### src/rtl/simd_fault_pkg.sv
package simd_fault_pkg;
  typedef enum logic [2:0] {
    MODE_REAL   = 3'd0,
    MODE_V86    = 3'd1,
    MODE_PROT   = 3'd2,
    MODE_COMPAT = 3'd3,
    MODE_LONG   = 3'd4
  } cpu_mode_e;

  localparam logic [7:0] VEC_NONE = 8'd0;
  localparam logic [7:0] VEC_UD   = 8'd6;
  localparam logic [7:0] VEC_NM   = 8'd7;
  localparam logic [7:0] VEC_SS   = 8'd12;
  localparam logic [7:0] VEC_GP   = 8'd13;
  localparam logic [7:0] VEC_PF   = 8'd14;
  localparam logic [7:0] VEC_XM   = 8'd19;

  localparam int NUM_CLASS = 2;
  localparam int CLASS_W   = (NUM_CLASS > 1) ? $clog2(NUM_CLASS) : 1;
  localparam int AES_CLASS = 1;

  typedef struct packed {
    logic       fault;
    logic [7:0] vector;
    logic       err_vld;
  } fault_res_t;
endpackage

### src/rtl/simd_fault_precheck.sv
module simd_fault_precheck
  import simd_fault_pkg::*;
(
  input  logic                 em,
  input  logic                 ts,
  input  logic                 osfxsr,
  input  logic                 lock_pfx,
  input  logic [CLASS_W-1:0]   op_class,
  input  logic [NUM_CLASS-1:0] cpu_feat,
  output logic                 ud_hit,
  output logic                 nm_hit
);
  logic feat_ok;

  always_comb begin
    feat_ok = 1'b0;
    for (int c = 0; c < NUM_CLASS; c++) begin
      if (op_class == CLASS_W'(c)) feat_ok = cpu_feat[c];
    end
  end

  assign ud_hit = em | ~osfxsr | lock_pfx | ~feat_ok;
  assign nm_hit = ts;
endmodule

### src/rtl/simd_fault_memcheck.sv
module simd_fault_memcheck
  import simd_fault_pkg::*;
#(
  parameter int          ADDR_W     = 64,
  parameter int          SIZE_W     = 5,
  parameter int          ALIGN_LOG2 = 4,
  parameter int          CANON_BIT  = 47,
  parameter longint unsigned RM_LIMIT = 64'hFFFF
) (
  input  logic [2:0]        mode,
  input  logic              mem_op,
  input  logic [ADDR_W-1:0] addr,
  input  logic [SIZE_W-1:0] size,
  input  logic              use_ss,
  output logic              gp_hit,
  output logic              ss_hit
);
  localparam int UPPER_W = ADDR_W - CANON_BIT;
  localparam logic [ADDR_W:0] LIMIT_X = (ADDR_W+1)'(RM_LIMIT);

  logic [UPPER_W-1:0] upper;
  logic [SIZE_W-1:0]  size_m1;
  logic [ADDR_W:0]    end_addr;
  logic               canonical, misalign, over_limit, small_mode, long_mode;

  assign upper      = addr[ADDR_W-1:CANON_BIT];
  assign canonical  = (&upper) | ~(|upper);
  assign misalign   = |addr[ALIGN_LOG2-1:0];
  assign size_m1    = (size == '0) ? '0 : size - 1'b1;
  assign end_addr   = {1'b0, addr} + {{(ADDR_W+1-SIZE_W){1'b0}}, size_m1};
  assign over_limit = end_addr > LIMIT_X;
  assign small_mode = (mode == MODE_REAL) || (mode == MODE_V86);
  assign long_mode  = (mode == MODE_LONG);

  always_comb begin
    gp_hit = 1'b0;
    ss_hit = 1'b0;
    if (mem_op) begin
      if (long_mode && !canonical) begin
        ss_hit = use_ss;
        gp_hit = ~use_ss;
      end else if (misalign || (small_mode && over_limit)) begin
        gp_hit = 1'b1;
      end
    end
  end

  always_comb begin
    if (ss_hit) assert_ss_only_long_R5: assert (long_mode && use_ss && mem_op);
    if (gp_hit) assert_gp_needs_mem_R3: assert (mem_op);
  end
endmodule

### src/rtl/simd_fault_prio.sv
module simd_fault_prio
  import simd_fault_pkg::*;
(
  input  logic       ud_hit,
  input  logic       nm_hit,
  input  logic       gp_hit,
  input  logic       ss_hit,
  input  logic       mem_op,
  input  logic       page_fault,
  input  logic       numeric_exc,
  input  logic       osxmmexcpt,
  input  logic       is_aes,
  output fault_res_t res
);
  always_comb begin
    res = '{fault: 1'b0, vector: VEC_NONE, err_vld: 1'b0};
    if (ud_hit)                   res = '{1'b1, VEC_UD, 1'b0};
    else if (nm_hit)              res = '{1'b1, VEC_NM, 1'b0};
    else if (ss_hit)              res = '{1'b1, VEC_SS, 1'b1};
    else if (gp_hit)              res = '{1'b1, VEC_GP, 1'b1};
    else if (mem_op && page_fault) res = '{1'b1, VEC_PF, 1'b1};
    else if (numeric_exc && !is_aes)
      res = '{1'b1, osxmmexcpt ? VEC_XM : VEC_UD, 1'b0};
  end
endmodule

### src/rtl/simd_fault_gate.sv
module simd_fault_gate
  import simd_fault_pkg::*;
#(
  parameter int ADDR_W     = 64,
  parameter int SIZE_W     = 5,
  parameter int ALIGN_LOG2 = 4,
  parameter int CANON_BIT  = 47
) (
  input  logic              clk,
  input  logic              rst_n,
  input  logic              in_valid,
  output logic              in_ready,
  input  logic              cr0_em,
  input  logic              cr0_ts,
  input  logic              cr4_osfxsr,
  input  logic              cr4_osxmmexcpt,
  input  logic              op_class,
  input  logic [1:0]        cpu_feat,
  input  logic              lock_pfx,
  input  logic [2:0]        cpu_mode,
  input  logic              mem_op,
  input  logic [ADDR_W-1:0] mem_addr,
  input  logic [SIZE_W-1:0] mem_size,
  input  logic              mem_ss,
  input  logic              numeric_exc,
  input  logic              page_fault,
  output logic              out_valid,
  input  logic              out_ready,
  output logic              res_fault,
  output logic [7:0]        flt_vector,
  output logic              flt_err_vld
);
  logic       ud_hit, nm_hit, gp_hit, ss_hit;
  fault_res_t nxt_res, res_q;
  logic       accept;

  simd_fault_precheck u_pre (
    .em       (cr0_em),
    .ts       (cr0_ts),
    .osfxsr   (cr4_osfxsr),
    .lock_pfx (lock_pfx),
    .op_class (CLASS_W'(op_class)),
    .cpu_feat (cpu_feat),
    .ud_hit   (ud_hit),
    .nm_hit   (nm_hit)
  );

  simd_fault_memcheck #(
    .ADDR_W     (ADDR_W),
    .SIZE_W     (SIZE_W),
    .ALIGN_LOG2 (ALIGN_LOG2),
    .CANON_BIT  (CANON_BIT)
  ) u_mem (
    .mode   (cpu_mode),
    .mem_op (mem_op),
    .addr   (mem_addr),
    .size   (mem_size),
    .use_ss (mem_ss),
    .gp_hit (gp_hit),
    .ss_hit (ss_hit)
  );

  simd_fault_prio u_prio (
    .ud_hit      (ud_hit),
    .nm_hit      (nm_hit),
    .gp_hit      (gp_hit),
    .ss_hit      (ss_hit),
    .mem_op      (mem_op),
    .page_fault  (page_fault),
    .numeric_exc (numeric_exc),
    .osxmmexcpt  (cr4_osxmmexcpt),
    .is_aes      (op_class == 1'(AES_CLASS)),
    .res         (nxt_res)
  );

  assign in_ready = ~out_valid | out_ready;
  assign accept   = in_valid & in_ready;

  always_ff @(posedge clk) begin
    if (!rst_n) begin
      out_valid <= 1'b0;
      res_q     <= '0;
    end else if (accept) begin
      out_valid <= 1'b1;
      res_q     <= nxt_res;
    end else if (out_ready) begin
      out_valid <= 1'b0;
    end
  end

  assign res_fault   = res_q.fault;
  assign flt_vector  = res_q.vector;
  assign flt_err_vld = res_q.err_vld;

  assert_hold_R9: assert property (@(posedge clk) disable iff (!rst_n)
    out_valid && !out_ready |=> out_valid && $stable(flt_vector) && $stable(res_fault));
  assert_accept_R9: assert property (@(posedge clk) disable iff (!rst_n)
    in_valid && in_ready |=> out_valid);
  assert_ud_first_R1: assert property (@(posedge clk) disable iff (!rst_n)
    in_valid && in_ready && (cr0_em || lock_pfx || !cr4_osfxsr) |=> res_fault && flt_vector == VEC_UD);
  assert_errcode_kind_R6: assert property (@(posedge clk) disable iff (!rst_n)
    out_valid && flt_err_vld |-> (flt_vector == VEC_SS || flt_vector == VEC_GP || flt_vector == VEC_PF));
  assert_clean_R8: assert property (@(posedge clk) disable iff (!rst_n)
    out_valid && !res_fault |-> flt_vector == VEC_NONE && !flt_err_vld);
endmodule

### config.mk
export PLATFORM = sky130hd
export DESIGN_NAME = simd_fault_gate
export DESIGN_NICKNAME = d
export VERILOG_FILES = /design/src/rtl/simd_fault_pkg.sv /design/src/rtl/simd_fault_precheck.sv /design/src/rtl/simd_fault_memcheck.sv /design/src/rtl/simd_fault_prio.sv /design/src/rtl/simd_fault_gate.sv
export SDC_FILE = /design/constraint.sdc
export NUM_CORES = 1
export LEC_CHECK = 0
export BUFFER_PORTS_ARGS = -buffer_cell sky130_fd_sc_hd__buf_4
export CAP_MARGIN = 20
export CORE_MARGIN = 2
export CORE_UTILIZATION = 50
export DETAILED_ROUTE_END_ITERATION = 8
export PLACE_DENSITY = 0.84
export SYNTH_ARGS = -nofsm -noshare
export SYNTH_HDL_FRONTEND = slang
export SYNTH_HIERARCHICAL = 1
export SYNTH_SLANG_ARGS = --single-unit
export TNS_END_PERCENT = 1
### constraint.sdc
create_clock -name clk -period 9.65 [get_ports clk]
set_input_delay 0.965 -clock clk [delete_from_list [all_inputs] [get_ports clk]]
set_output_delay 0.965 -clock clk [all_outputs]
set_load 0.01 [all_outputs]
==> results by group <==
Setup path
  • Worst setup EP type: register
  • R2R cell count: 3
  • Crit path largest cell delay: 0.58 ns
  • Required time worst endpoint: 9.82 ns
  • R2r setup slk: 8.70 ns
  • CP top delay family: simple AND/OR/NAND/NOR gates
  • R2R Path Start: out_valid$_SDFFE_PN0P_
  • Reg-to-reg critical path endpoint: flt_vector[2]$_SDFFE_PN0P_
  • CP bufs+invs: 2
  • Worst setup path start: mem_size[0]
  • Crit path cell chain: buf_4 -> inv_1 -> ha_1 -> nand2b_1 -> nor3_1 -> or2_2 -> fa_1 -> nor2b_1 -> o211ai_1 -> a2111o_1 -> nor3_2 -> and3_1 -> o211ai_1 -> nor4_1 -> a31oi_1 -> a211oi_2 -> and2_2 -> and3_1 -> nand2_1 -> mux2i_1
  • Critical path class: primary input to register
  • Worst path arrival time: 5.06 ns
  • CP max stage cell: a2111o_1
  • Crit path launch type: primary input
  • Crit path max fanout: 6

GRT
  • Largest net degree at the start of global routing: 22
  • Initial antenna violation count: 0
  • Global-route wire length before repair: 12600 um
  • Tot GR Track Use: 29.7%
  • Number of global-route vias before repair: 2929
  • Grt total ovfl: 0

Power and ir drop
  • Pwr Density: 62.2 mW/mm^2
  • Peak VDD IR: 0.0430 mV
  • Leak Pwr: 0.00128 uW

CTS
  • CTS tree: yes
  • Clk buf depth: 2
  • Post-CTS resize count: 0
  • CTS sink count: 11
  • Root Driver: clkbuf_8
  • Worst-path clk slew: 0.05 ns
  • Htree depth: 1
  • Clk Latency, worst-skew pair: 0.24 ns
  • Hold buffers post-CTS: 0
  • Post-CTS setup buffer count: 0
  • Num CTS Buffers: 3

Worst hold path
  • Hold path depth: 2
  • Hold EP: flt_vector[5]$_SDFFE_PN0P_
  • HP Class: register to register
  • Hold path start: flt_vector[5]$_SDFFE_PN0P_

Drt
  • Highest Signal Layer: met4
  • Drt first-iter violations: 224
  • ANT nets after route: 0
  • Vias post-DR: 3105
  • Met1 WL: 3090 um
  • DRC Markers: 0
  • Vias per cell: 6.46
  • Pre-antenna DRT Iters: 5
  • Met2 Wirelength: 3590 um
  • Detailed Route WL: 7710 um
  • DR WL met3: 679 um
  • WL/cell: 16.0 um

Timing
  • Measured slew at the worst slew-check pin: 0.635 ns
  • Slew headroom: 57.3%
  • Fin Clk Skew: 0.00149 ns
  • Final-report max-slew violation count: 0
  • Setup_tns: 0 ns
  • Tmin final: 4.89 ns
  • Final hold vios: 0
  • Setup WS post-layout: 4.76 ns
  • Highest Clock Rate: 205 MHz
  • Final Cycle Share: 50.7%
  • Unrepaired setup endpoints after global routing: false
  • Setup-failing EPs final: 0

Synth
  • Instance count of the mapped netlist: 333
  • Area fraction of the dominant cell type after synthesis: 9.63%
  • Synth Area per Inst: 6.86 sq um
  • Unique cell type count in the Yosys netlist: 62
  • Async S/R FF share, synth: 0%
  • Seq/Total Area, Yosys: 9.63%
  • FF+latch count, synth: 11
  • Synthesized area: 0.00229 sq mm
  • Top cells by area in the synthesized netlist: dfxtp_1, nand2_1, mux2i_1
  • Ys Warns: 6
  • Post-synth EDFFs: 0
  • Synth Flop Type: dfxtp_1
  • Cell accounting for the most synthesized area: dfxtp_1

Final layout
  • Synth-to-Final Area Change: 35.0%
  • Nets: 526
  • Antenna diode count: 0
  • Layout cell share with drive strength beyond 1: 28.4%
  • # fillers: 400
  • Post-route cell area: 0.00309 sq mm

Floorplan
  • Core Region: 0.00438 sq mm
  • Chip width: 71.6 um
  • # IOs: 100
  • Die Area: 0.00513 sq mm
  • Die height: 71.6 um
  • Starting density of the core: 52.1%
  • Row cnt: 24

Placement
  • Worst Setup Slack post-DPL: 4.62 ns
  • DP Area: 0.00304 sq mm
  • PortBufs: 99
  • DP HPWL: 6270 um
  • RePlAce Congestion: 0.979

Run status
  • Outcome: complete, no violations

Flow run
  • Max cap viols: 0
-- power breakdown --
part,internal [uW],switching [uW]
registers,47.9,1.31
clock network,29.1,18.7
logic,46.2,48.6
total,123,68.6
-- final cells by class --
class,instances,area (sq um),share of cell area (%)
timing repair buffer,99,743,24.1
tap,52,65.1,2.11
multi-input combinational,301,1960,63.5
clock buffer,4,45.0,1.46
inverter,14,52.6,1.70
sequential,11,220,7.14
-- worst min-delay path: stages (launching register included) --
cell and delay (ns):
dfxtp_1 0.30, nand2_1 0.05, mux2i_1 0.05
-- synthesized netlist by cell type, types with 5 or more instances --
cell	instances
nor2_1	18
xnor2_1	8
nor4_1	12
buf_4	5
and4_1	5
o21ai_0	9
inv_1	14
dfxtp_1	11
nand2_1	53
and3_1	7
mux2i_1	17
a31oi_1	7
or4_1	6
o211ai_1	6
nand3_1	26
xor2_1	6
a21oi_1	8
nand4_1	15
nor3_1	20
ha_1	7
nor2b_1	5
-- cell families after synthesis --
group	synth area share (%)
DFF	9.63
buffers and inverters	4.98
and+or+nand+nor	47.5
xor gates and xnor gates	5.36
AOI/OAI and AO/OA	19.2
adders and majority gates	4.71
muxes	8.43
other	0.164
-- metrics by stage --
stage | total power, uW | utilization, % | cells | hold slack, ns
after detailed placement | 143 | 69.3 | 477 | 0.455
after global routing | 203 | 70.4 | 481 | 0.479
after CTS | 191 | 70.4 | 481 | 0.462
final | 192 | 70.4 | 481 | 0.459
after global placement | 141 | 69.3 | 477 | 0.442
after floorplan | 91.6 | - | 335 | 0.479
-- worst max-delay path by stage --
stage | cells past startpoint | end | slack (ns)
floorplan | 19 | flt_vector[4]$_SDFFE_PN0P_ | 5.13
global placement | 20 | flt_vector[4]$_SDFFE_PN0P_ | 4.79
detailed placement | 20 | flt_vector[4]$_SDFFE_PN0P_ | 4.62
CTS | 22 | flt_vector[4]$_SDFFE_PN0P_ | 4.85
finish | 20 | flt_vector[4]$_SDFFE_PN0P_ | 4.76
global route | 22 | flt_vector[4]$_SDFFE_PN0P_ | 4.37
-- state kept, by name (all words and copies together) (netlist names) --
signal       cells
res_fault        1
flt_err_vld      1
out_valid        1
flt_vector       8
-- layer usage --
layer / up-vias / global-route usage (%)
met4: 0 / 13.6
met1: 1418 / 35.6
li1: 1467 / -
met3: 42 / 5.34
met5: - / 0
met2: 178 / 51.4
-- cells in the final DEF (no fill, tap or decap), types with 8 or more instances in the layout --
master,n
o21ai_0,9
nand2_1,53
buf_4,99
nand3_1,26
nand4_1,15
xnor2_1,8
nor3_1,20
inv_1,14
dfxtp_1,11
a21oi_1,8
mux2i_1,17
nor2_1,18
nor4_1,12
No activity file was read; power rests on OpenSTA's default activity.
